## config.mk

```make
export PLATFORM = sky130hd
export DESIGN_NAME = updn_cascade_counter
export DESIGN_NICKNAME = d
export VERILOG_FILES = /design/src/rtl/updn_pkg.sv /design/src/rtl/updn_mode_dec.sv /design/src/rtl/updn_step.sv /design/src/rtl/updn_term.sv /design/src/rtl/updn_cascade_counter.sv
export SDC_FILE = /design/constraint.sdc
export NUM_CORES = 1
export LEC_CHECK = 0
export ABC_CLOCK_PERIOD_IN_PS = 1900
export BUFFER_PORTS_ARGS = -buffer_cell sky130_fd_sc_hd__buf_4
export CELL_PAD_IN_SITES_DETAIL_PLACEMENT = 1
export CELL_PAD_IN_SITES_GLOBAL_PLACEMENT = 1
export CORE_UTILIZATION = 31
export DETAILED_ROUTE_END_ITERATION = 8
export HOLD_SLACK_MARGIN = 0.03
export PLACE_DENSITY_LB_ADDON = 0.1
export SYNTH_ARGS = -nofsm -noshare
export SYNTH_HDL_FRONTEND = slang
export SYNTH_SLANG_ARGS = --single-unit
```

## constraint.sdc

```tcl
create_clock -name clk -period 1.9 [get_ports clk]
set_clock_uncertainty 0.15 [all_clocks]
set_input_delay 0.475 -clock clk [delete_from_list [all_inputs] [get_ports clk]]
set_output_delay 0.475 -clock clk [all_outputs]
set_load 0.02 [all_outputs]
```

## src/rtl/updn_pkg.sv

```systemverilog
package updn_pkg;
  typedef enum logic [1:0] {
    MODE_HOLD  = 2'd0,
    MODE_COUNT = 2'd1,
    MODE_LOAD  = 2'd2
  } mode_e;

  typedef enum logic {
    DIR_DOWN = 1'b0,
    DIR_UP   = 1'b1
  } dir_e;
endpackage

```

## src/rtl/updn_mode_dec.sv

```systemverilog
module updn_mode_dec
  import updn_pkg::*;
(
  input  logic  load_n,
  input  logic  en_p_n,
  input  logic  en_t_n,
  output mode_e mode
);
  always_comb begin
    if (!load_n)                mode = MODE_LOAD;
    else if (!en_p_n && !en_t_n) mode = MODE_COUNT;
    else                        mode = MODE_HOLD;
  end
endmodule

```

## src/rtl/updn_step.sv

```systemverilog
module updn_step
  import updn_pkg::*;
#(
  parameter int WIDTH  = 4,
  parameter bit DECADE = 1'b1
) (
  input  logic [WIDTH-1:0] cur,
  input  dir_e             dir,
  output logic [WIDTH-1:0] nxt
);
  localparam logic [WIDTH-1:0] TOP  = WIDTH'(DECADE ? 9 : (2**WIDTH) - 1);
  localparam logic [WIDTH-1:0] ZERO = '0;
  localparam logic [WIDTH-1:0] ONE  = WIDTH'(1);

  generate
    if (DECADE) begin : g_dec
      // Out-of-range codes collapse to a legal value in a single step.
      always_comb begin
        if (dir == DIR_UP) nxt = (cur >= TOP) ? ZERO : cur + ONE;
        else               nxt = (cur == ZERO || cur > TOP) ? TOP : cur - ONE;
      end
    end else begin : g_bin
      always_comb begin
        if (dir == DIR_UP) nxt = cur + ONE;
        else               nxt = cur - ONE;
      end
    end
  endgenerate
endmodule

```

## src/rtl/updn_term.sv

```systemverilog
module updn_term
  import updn_pkg::*;
#(
  parameter int WIDTH  = 4,
  parameter bit DECADE = 1'b1
) (
  input  logic [WIDTH-1:0] cur,
  input  dir_e             dir,
  input  logic             en_t_n,
  output logic             carry_n
);
  localparam logic [WIDTH-1:0] TOP = WIDTH'(DECADE ? 9 : (2**WIDTH) - 1);

  logic at_term;

  always_comb begin
    if (dir == DIR_UP) at_term = (cur == TOP);
    else               at_term = (cur == '0);
  end

  assign carry_n = ~(~en_t_n & at_term);
endmodule

```

## src/rtl/updn_cascade_counter.sv

```systemverilog
module updn_cascade_counter
  import updn_pkg::*;
#(
  parameter int WIDTH  = 4,
  parameter bit DECADE = 1'b1
) (
  input  logic             clk,
  input  logic             rst_n,
  input  logic [WIDTH-1:0] din,
  input  logic             load_n,
  input  logic             en_p_n,
  input  logic             en_t_n,
  input  logic             up,
  output logic [WIDTH-1:0] q,
  output logic             carry_n
);
  mode_e            mode;
  dir_e             dir;
  logic [WIDTH-1:0] step_val;
  logic [WIDTH-1:0] state_q;

  assign dir = up ? DIR_UP : DIR_DOWN;

  updn_mode_dec u_mode (
    .load_n (load_n),
    .en_p_n (en_p_n),
    .en_t_n (en_t_n),
    .mode   (mode)
  );

  updn_step #(.WIDTH(WIDTH), .DECADE(DECADE)) u_step (
    .cur (state_q),
    .dir (dir),
    .nxt (step_val)
  );

  updn_term #(.WIDTH(WIDTH), .DECADE(DECADE)) u_term (
    .cur     (state_q),
    .dir     (dir),
    .en_t_n  (en_t_n),
    .carry_n (carry_n)
  );

  always_ff @(posedge clk or negedge rst_n) begin
    if (!rst_n) begin
      state_q <= '0;
    end else begin
      unique case (mode)
        MODE_LOAD:  state_q <= din;
        MODE_COUNT: state_q <= step_val;
        default:    state_q <= state_q;
      endcase
    end
  end

  assign q = state_q;
endmodule

```

* After elaboration in Yosys (flattened, before gate mapping)
Index checks and enable logic that the tools add are counted.
** Operators by class
- Reduce and logical (&&, ||, !) cells :: 6
- Equality and inequality tests :: 3
- Bitwise gates (word level) :: 3
- $lt $le $gt $ge :: 2
- Mux-type cells :: 8
- $add $sub $neg :: 2
** Operators by type and width (count)
- $mux 4 :: 3
- $pmux 4 s2 :: 1
- $add 4x1->4 const B :: 1
- $eq 4x4->1 const B :: 1
- $ge 4x4->1 const B :: 1
- $gt 4x4->1 const B :: 1
- $logic_not 4->1 :: 1
- $sub 4x1->4 const B :: 1
- $mux 1 :: 3
- $eq 2x1->1 const B :: 1
- $eq 2x2->1 const B :: 1
- $logic_not 1->1 :: 2
- $mux 2 :: 1
- $not 1->1 :: 2
- $reduce_bool 2->1 :: 1
- $and 1x1->1 :: 1
- $logic_and 1x1->1 :: 1
- $logic_or 1x1->1 :: 1
** Storage, ports and cells
- Logic and storage cells :: 25
- Flip-flop bits (word level) :: 4

* Logic depth before layout (Yosys ltp)
Gate-level depths: netlist (run 1).
- Depth after elaboration :: 6
- Mapped depth :: 6

* Modules after synthesis
A second synthesis (run 1) with hierarchy kept.
** Second synthesis, totals
- Cell total of the unflattened synthesis :: 56
- Area total of the unflattened synthesis :: 469.2 sq um
** By module, submodules not included
- updn_step :: cells an instance 31, area an instance 229.0 sq um, times used 1
- updn_cascade_counter :: cells an instance 19, area an instance 202.7 sq um, times used 1
- updn_term :: cells an instance 4, area an instance 21.3 sq um, times used 1
- updn_mode_dec :: cells an instance 2, area an instance 16.3 sq um, times used 1

* Least setup slack after synthesis (run 1)
Ideal clock, no wire load.
- Kind :: register -> output
- From :: reg state_q[0] (netlist: q[0])
- To :: out carry_n
- Data arrival time :: 1.396 ns
- Path slack :: -0.121 ns
- Stages on the path, launching flop included :: 7
- Path through :: dfrtp_1 inv_1 ha_1 nand2b_1 nor2_1 a31oi_1 or3_1
** Between the ends
- Cells in the longest elaborated chain, start to end :: 4
** Ends and longest elaborated chain
- start, declared :: RTL line updn_cascade_counter.sv:20 : logic [WIDTH-1:0] state_q;
- start signal, assigned :: RTL line updn_cascade_counter.sv:49 : MODE_LOAD: state_q <= din;
- start signal, assigned :: RTL line updn_cascade_counter.sv:50 : MODE_COUNT: state_q <= step_val;
- start signal, assigned :: RTL line updn_cascade_counter.sv:51 : default: state_q <= state_q;
- $eq 4x4->1 or $logic_not 4->1 (tied branches) :: RTL line updn_term.sv:17, updn_term.sv:18
- $mux 1 * :: RTL line updn_term.sv:17 : if (dir == DIR_UP) at_term = (cur == TOP);
- $and 1x1->1 * :: RTL line updn_term.sv:21 : assign carry_n = ~(~en_t_n & at_term);
- $not 1->1 * :: RTL line updn_term.sv:21
- end, declared :: RTL line updn_cascade_counter.sv:15 : output logic carry_n
Every way passes the cells marked *; elsewhere a longest branch is shown, timed or not.

* Worst setup path after layout (run 1)
Same ends and word-level chain as after synthesis.

==> out/summary.txt, run 1 <==
FFs w/ async S/R, synth = 100.0%
final period utilization = 117.6%
critical path's top delay family = simple AND/OR/NAND/NOR gates
synth top area cells = dfrtp_1 (25%), ha_1 (9.2%), a21oi_1 (7.4%), o22ai_1 (6.2%), nand2_1 (5.5%)
CTS tree = built
io pins = 15
die extent in x = 38.22 um
worst hold path class = in2reg
htree depth = 1
final net count = 97
Slew headroom = 68.16%
Area Overhead vs Synth = 74.46%
Max clock buf depth = 2
failing checks = negative setup slack
DIE AREA = 0.001460 sq mm
post-route ant nets = 0
placed cell count = 89
Die Y-Extent = 38.22 um
clock sink count = 4
critical path fanouts, max = 3
initial core utilization = 35.17%
total grt overflow = 0
Post-Layout Cell Count = 96
Clock transition at path regs = 0.04 ns
sequential area share after synthesis = 24.62%
initial antenna violation count = 0
routed len/inst = 19.16 um
worst skew pair latency = 0.24 ns
worst path buffer plus inverter count = 2
CP Data Required Time = 1.27 ns
Final Util = 61.36%
Syn Area/Cell = 7.530 sq um
Starting DRT DRC Count = 22
Inserted Clock Buffers = 3
flip-flop and latch count after synthesis = 4
core area = 0.001156 sq mm
hold path cells = 3
vias in the first global route = 615
pwr/cell area = 626.4 mW/mm^2
ys flop type = dfrtp_1
Crit. End Element = primary output
distinct cell type count after synthesis = 23
CP max stage cell = dfrtp_2
final wirelength = 1839 um
Post-synth EDFFs = 0
r2r startpoint = q[0]
Antenna diodes = 0
critical path arrival = 1.61 ns
top-area cell type share of the netlist area = 24.62%
Slew Limit Fails = 0
Synth area leader = dfrtp_1
Mapped Area = 406.6 sq um
# rows = 12
Synth top cells by count = a21oi_1 (6), nand2_1 (6), nor2_1 (6)
Detailed Place HPWL = 1082 um
P_leak = 0.3192 nW
worst stage delay on the critical path = 0.42 ns
first-pass GRT wire length = 2939 um
fmax = 447.5 MHz
Vias = 570
critical path launch point type = register
share of layout cells above drive strength 1 = 56.10%
crit path cell chain = inv_2 > ha_4 > nand2b_4 > nor2_4 > a31oi_1 > or3_4 > buf_6
max_cap viols = 0
Post-Syn Nets = 67
DRC viols = 0
reg2reg end = q[1]
Hold EP = q[1]
setup ws final = -0.3349 ns
RSZ-0062 raised after global routing = true
largest net degree at the start of global routing = 11
Synth warnings = 0
hold_sp = din[1]
Global Route Usage Sum = 30.98%
worst vdd ir = 0.0003335 V
Setup Viol. Count Final = 2
status = complete, but fails checks
First-pass DRT Iterations = 4
DR vias/cell = 5.938
# port buffers = 14
clock period minus worst slack = 2.235 ns
Final Hold Fails = 0
critical path class = reg2out
Worst Tran Pin Value = 0.4759 ns
r2r worst-path depth = 7
Mapped Cells = 54
Placer Congestion = 0.8518
R2R Setup Slk = -0.01 ns
max FFs per register = 4
Clock Tree Root = clkbuf_4
power by group:
part | switching, mW | internal (mW)
sequential | 0.0172 | 0.0962
combinational | 0.110 | 0.111
clock | 0.0392 | 0.0709
total | 0.166 | 0.278
kinds of logic after synthesis:
logic type	count (synthesis)	share of synthesized area, %
adder cells (fa/ha/maj)	3	9.232
flip-flops	4	24.62
buffers and inverters	6	7.690
AO/OA/AOI/OAI	21	33.54
AND/OR/NAND/NOR	20	24.93
worst max-delay path by stage:
stage / end / cells past startpoint / from / slack, ns
floorplan: carry_n / 6 / q[0] / -0.007
global placement: carry_n / 6 / up / -0.13
detailed placement: carry_n / 6 / up / -0.14
CTS: carry_n / 7 / q[0] / -0.29
global route: carry_n / 7 / q[1] / -0.38
finish: carry_n / 7 / q[0] / -0.33
worst min-delay path, cell delays in order:
cell,delay [ns]
buf_4,0.11
nor2_1,0.08
a31oi_1,0.05
cell type report:
cell class,count,area (sq um)
Clock buffer,3,22.52
Fill cell,144,446.7
Inverter,3,11.26
Multi-Input combinational cell,44,339.1
Sequential cell,4,102.6
Tap cell,14,17.52
Timing Repair Buffer,28,216.5
layout by cell type (no fill, tap or decap):
cell,Yosys,layout
a31o_2,1,1
o21bai_1,1,1
buf_4,0,26
a41oi_1,2,1
nand2_1,6,6
nand2b_1,3,2
buf_6,1,1
o22ai_1,4,4
dlygate4sd3_1,0,1
a21oi_2,0,2
ha_4,0,1
nor2_4,0,1
or3_4,0,1
o21ai_0,2,2
a41oi_2,0,1
a31oi_1,2,2
a41o_1,1,1
o211ai_1,1,1
nor2_1,6,5
dfrtp_1,4,2
a21o_1,1,1
ha_1,3,2
nor4_2,0,1
or3b_4,0,2
nor3b_2,0,1
inv_1,3,1
clkbuf_4,0,3
dfrtp_2,0,2
nand2b_4,0,1
a21oi_1,6,4
inv_2,0,2
timing repair:
item / in CTS / in global routing
hold endpoints to repair: 4 / 0
setup buffers: 4 / 1
resized for setup: 6 / 5
hold buffers: 1 / 0
setup endpoints to repair: 2 / 4
cloned: 0 / 0
pin swaps: 6 / 4
through the flow:
step | setup WS [ns] | hold slack (ns) | total power, mW | instance area (sq um) | TNS, ns
after floorplan | -0.006918 | 0.02941 | 0.2088 | 426.7 | -0.006918
after global placement | -0.1310 | 0.1203 | 0.2901 | 604.3 | -0.1310
after detailed placement | -0.1351 | 0.1259 | 0.2937 | 604.3 | -0.1627
after CTS | -0.2900 | 0.3696 | 0.4296 | 694.4 | -0.3543
after global routing | -0.3768 | 0.3993 | 0.4718 | 709.4 | -0.5254
final | -0.3349 | 0.3666 | 0.4444 | 709.4 | -0.3431
metal layers:
metal,up-vias,global-route usage (%),share of wire [%]
met2,30,49.15,49
li1,259,-,-
met3,11,4.070,5.5
met4,0,24.11,4.5
met5,-,0,0
met1,270,37.14,40
Power figures use the tool's default switching activity.
==> run 2: changes to the inputs <==
--- a/config.mk
+++ b/config.mk
@@ -9,6 +9,7 @@
 export BUFFER_PORTS_ARGS = -buffer_cell sky130_fd_sc_hd__buf_4
 export CELL_PAD_IN_SITES_DETAIL_PLACEMENT = 1
 export CELL_PAD_IN_SITES_GLOBAL_PLACEMENT = 1
+export CORE_MARGIN = 5
 export CORE_UTILIZATION = 31
 export DETAILED_ROUTE_END_ITERATION = 8
 export HOLD_SLACK_MARGIN = 0.03
==> run 2 against run 1 <==
Effect of this change:
- critical path depth stayed put
- clock power is 11% higher
- flip-flop and latch count stayed put
- hold slack worse by 0.021 ns
- setup slack better by 0.052 ns
- largest cell class unchanged
- cell area is 1.8% lower
- the flow still finishes with violations (negative setup slack)
- non-clock buffer count is 2 lower
- total power is 0.27% lower
- sequential power hardly changed
- largest power group unchanged
- sequential share of layout area is 0.26 points higher
==> out/summary.txt, run 2 (synthesis results as in run 1) <==
most common cell after layout, fill and taps aside = buf_4
reg2reg end = q[1]
Inserted Clock Buffers = 3
R2R Setup Slk = -0.01 ns
hold path cells = 3
Clock transition at path regs = 0.05 ns
Area Overhead vs Synth = 71.38%
share of layout cells above drive strength 1 = 55.56%
Die Y-Extent = 46.22 um
r2r worst-path depth = 7
Slew Limit Fails = 0
core area = 0.001269 sq mm
CP max stage cell = dfrtp_2
max_cap viols = 0
first-pass GRT wire length = 2442 um
DIE AREA = 0.002136 sq mm
Vias = 523
critical path launch point type = register
worst hold path class = in2reg
die extent in x = 46.22 um
Max clock buf depth = 2
final period utilization = 114.9%
largest net degree at the start of global routing = 11
Slew headroom = 66.17%
crit path cell chain = inv_2 > ha_4 > nand2b_4 > nor2_2 > a31oi_1 > or3_4 > buf_6
worst skew pair latency = 0.24 ns
setup ws final = -0.2832 ns
final wirelength = 1615 um
Clock Tree Root = clkbuf_4
Setup Viol. Count Final = 2
Global Route Usage Sum = 16.40%
initial antenna violation count = 0
Final Hold Fails = 0
Placer Congestion = 0.7464
most frequent cells in the layout = buf_4 (24), nand2_1 (6), nor2_1 (5)
Hold EP = q[1]
RSZ-0062 raised after global routing = true
Crit. End Element = primary output
critical path class = reg2out
worst stage delay on the critical path = 0.40 ns
Final Util = 54.93%
Post-Layout Cell Count = 96
# port buffers = 14
Antenna diodes = 0
clock sink count = 4
total grt overflow = 0
Worst Tran Pin Value = 0.5029 ns
final net count = 95
worst-case setup slack after placement = -0.1382 ns
io pins = 15
Hold WS = 0.3458 ns
DRC viols = 0
r2r startpoint = q[1]
status = complete, but fails checks
placed cell count = 89
max FFs per register = 4
Power Total = 0.4432 mW
# rows = 13
worst vdd ir = 0.0003466 V
vias in the first global route = 526
fmax = 458.0 MHz
Starting DRT DRC Count = 2
Detailed Place HPWL = 1120 um
DR vias/cell = 5.448
critical path fanouts, max = 2
htree depth = 1
failing checks = negative setup slack
CP Data Required Time = 1.27 ns
First-pass DRT Iterations = 3
pwr/cell area = 635.9 mW/mm^2
critical path arrival = 1.56 ns
CTS tree = built
P_leak = 0.3124 nW
routed len/inst = 16.82 um
initial core utilization = 32.05%
clock period minus worst slack = 2.183 ns
post-route ant nets = 0
hold_sp = din[1]
CP Launch Point = q[1]
-- run 2: worst max-delay path, delay by kind of cell, from the launching register on --
family	cells	cell delay, ns
AO/OA/AOI/OAI	1	0.05
flip-flops	1	0.40
buffers and inverters	2	0.23
adder cells (fa/ha/maj)	1	0.16
AND/OR/NAND/NOR	3	0.48
-- run 2: final cells by class --
cell class | instances | area (sq um)
timing repair buffer | 26 | 201.4
sequential | 4 | 102.6
multi-input combinational | 44 | 336.6
fill | 162 | 571.8
clock buffer | 4 | 26.28
tap | 15 | 18.77
inverter | 3 | 11.26
-- run 2: through the flow --
stage          setup TNS, ns  cell area, sq um
6_report             -0.2915             696.9
5_1_grt              -0.4343             696.9
4_1_cts              -0.2870             685.7
3_5_place_dp         -0.1520             598.1
3_3_place_gp         -0.1063             598.1
2_1_floorplan      -0.006918             426.7
-- run 2: worst max-delay path by stage --
stage,slack [ns],to
final,-0.28,carry_n
after global routing,-0.34,carry_n
after CTS,-0.29,carry_n
after floorplan,-0.007,carry_n
after global placement,-0.11,carry_n
after detailed placement,-0.14,carry_n
-- run 2: power by group --
| part | internal [mW] | switching [mW] | total, mW |
|---|---|---|---|
| registers | 0.0960 | 0.0139 | 0.110 |
| clock network | 0.0793 | 0.0427 | 0.122 |
| logic | 0.107 | 0.105 | 0.211 |
-- run 2: timing repair --
action,4_1_cts,5_1_grt
endpoints found under the hold margin,4,0
resized for setup,9,3
hold buffers,1,0
buffers inserted,2,1
cloned,0,0
pin swaps,5,3
endpoints found under the setup margin,2,4
-- run 2: metal layers --
| metal | wire length [um] | global-route usage [%] | vias to the layer above | share of wire, % |
|---|---|---|---|---|
| met5 | 0 | 0 | - | 0 |
| met4 | 0 | 1.705 | 0 | 0 |
| met3 | 67 | 3.516 | 0 | 4.1 |
| met2 | 892 | 31.59 | 11 | 55 |
| met1 | 655 | 18.56 | 258 | 41 |
| li1 | - | - | 254 | - |
==> run 3: changes to the inputs <==
--- a/config.mk
+++ b/config.mk
@@ -13,7 +13,8 @@
 export CORE_UTILIZATION = 31
 export DETAILED_ROUTE_END_ITERATION = 8
 export HOLD_SLACK_MARGIN = 0.03
-export PLACE_DENSITY_LB_ADDON = 0.1
+export PLACE_DENSITY = 0.84
+export SLEW_MARGIN = 20
 export SYNTH_ARGS = -nofsm -noshare
 export SYNTH_HDL_FRONTEND = slang
 export SYNTH_SLANG_ARGS = --single-unit
==> run 3 against run 2 <==
Effect of this change:
- the run still ends with negative setup slack left
- register-to-register slack worse by 0.04 ns
- final cell count stayed put
- combinational power is 7% lower
- total power is 7.8% lower
- sequential share of layout area is 0.27 points higher
- hold slack better by 0.026 ns
- critical path depth stayed put
- via count is 5.4% lower
- count of clock-buffer cells in the layout is 1 lower
- critical path type unchanged
- critical endpoint unchanged
==> out/summary.txt, run 3 (synthesis results as in run 1) <==
critical path class = reg2out
Detailed Place HPWL = 1084 um
initial core utilization = 32.05%
r2r startpoint = q[0]
CTS tree = built
largest net degree at the start of global routing = 11
worst vdd ir = 0.0003802 V
initial antenna violation count = 0
Slew headroom = 71.72%
Area Overhead vs Synth = 68.31%
Die Y-Extent = 46.22 um
io pins = 15
worst skew pair latency = 0.23 ns
Clock transition at path regs = 0.04 ns
most frequent cells in the layout = buf_4 (24), nand2_1 (6), nor2_1 (5), a21oi_1 (5), o22ai_1 (4)
most common cell after layout, fill and taps aside = buf_4
# rows = 13
final net count = 96
FF/Latch Area = 102.6 sq um
vias in the first global route = 510
hold_sp = load_n
max FFs per register = 4
failing checks = negative setup slack
Hold WS = 0.3714 ns
htree depth = 1
fmax = 462.3 MHz
setup ws final = -0.2631 ns
M1 WL = 611 um
P_leak = 0.3120 nW
DIE AREA = 0.002136 sq mm
post-route ant nets = 0
final wirelength = 1404 um
Vias = 495
met3 WL = 63 um
Max clock buf depth = 2
worst hold path class = in2reg
Placer Congestion = 0.7669
Global Route Usage Sum = 15.21%
worst-case setup slack after placement = -0.1385 ns
Worst Tran Pin Value = 0.4203 ns
Setup Viol. Count Final = 3
First-pass DRT Iterations = 2
routed len/inst = 14.63 um
max_cap viols = 0
Slew Limit Fails = 0
share of layout cells above drive strength 1 = 50.62%
clock sink count = 4
# port buffers = 14
highest routed layer = met4
Final Hold Fails = 0
CP Launch Point = q[0]
status = complete, but fails checks
critical path arrival = 1.54 ns
Clock Tree Root = clkbuf_4
CP Data Required Time = 1.27 ns
core area = 0.001269 sq mm
Antenna diodes = 0
Post-Layout Cell Count = 96
Fillers = 166
Final Util = 53.94%
Starting DRT DRC Count = 3
placed cell count = 88
DRC viols = 0
first-pass GRT wire length = 2283 um
Inserted Clock Buffers = 3
die extent in x = 46.22 um
DR vias/cell = 5.156
RSZ-0062 raised after global routing = true
met2 routed WL = 715 um
final period utilization = 113.8%
critical path launch point type = register
total grt overflow = 0
Crit. End Element = primary output
pwr/cell area = 597.1 mW/mm^2
Multi-input gate area = 316.6 sq um
critical path fanouts, max = 2
Fin Setup TNS = -0.3188 ns
clock period minus worst slack = 2.163 ns
[run 3: per-layer routing]
layer  up-vias  global-route usage, %
met5         -                      0
met4         0                  6.818
met2        10                  26.92
met3         2                  1.563
li1        253                      -
met1       230                  18.10
[run 3: path summary, 6_finish.rpt]
kind / to / slack (ns) / depth (start not counted)
hold / removal: q[1] / 0.37 / 2
max in group asynchronous: q[1] / 1.06 / 2
hold reg to reg: q[1] / 0.63 / 3
min in group asynchronous: q[0] / 0.43 / 2
setup reg to reg: q[1] / -0.05 / 8
setup / recovery: carry_n / -0.26 / 7
[run 3: what timing repair did]
action,4_1_cts,5_1_grt
hold buffers,1,0
hold endpoints to repair,4,0
endpoints found under the setup margin,1,3
setup buffers,2,2
resized for setup,3,5
pin swaps,3,4
[run 3: power breakdown]
part	internal, mW	leakage (nW)	switching, mW
combinational	0.103	0.255	0.0939
clock	0.0704	0.0138	0.0303
sequential	0.0962	0.0432	0.0150
[run 3: layout make-up]
| type | instances | area share, % |
|---|---|---|
| well taps | 15 | 2.742 |
| multi-input cells | 44 | 46.25 |
| inverters | 3 | 1.645 |
| repair buffers | 27 | 31.08 |
| flip-flops and latches | 4 | 14.99 |
| clock buffers | 3 | 3.291 |
[run 3: critical path: stages, from the launching register on]
cell and delay, ns:
dfrtp_2 0.40, inv_2 0.08, ha_4 0.15, nand2b_4 0.06, nor2_4 0.09, a31oi_1 0.04
or3_4 0.33, buf_6 0.14
[run 3: metrics by stage]
| stage | cell area [sq um] | power, mW |
|---|---|---|
| 2_1_floorplan | 426.7 | 0.2088 |
| 3_3_place_gp | 590.6 | 0.2767 |
| 3_5_place_dp | 590.6 | 0.2830 |
| 4_1_cts | 651.9 | 0.4020 |
| 5_1_grt | 684.4 | 0.4495 |
| 6_report | 684.4 | 0.4087 |
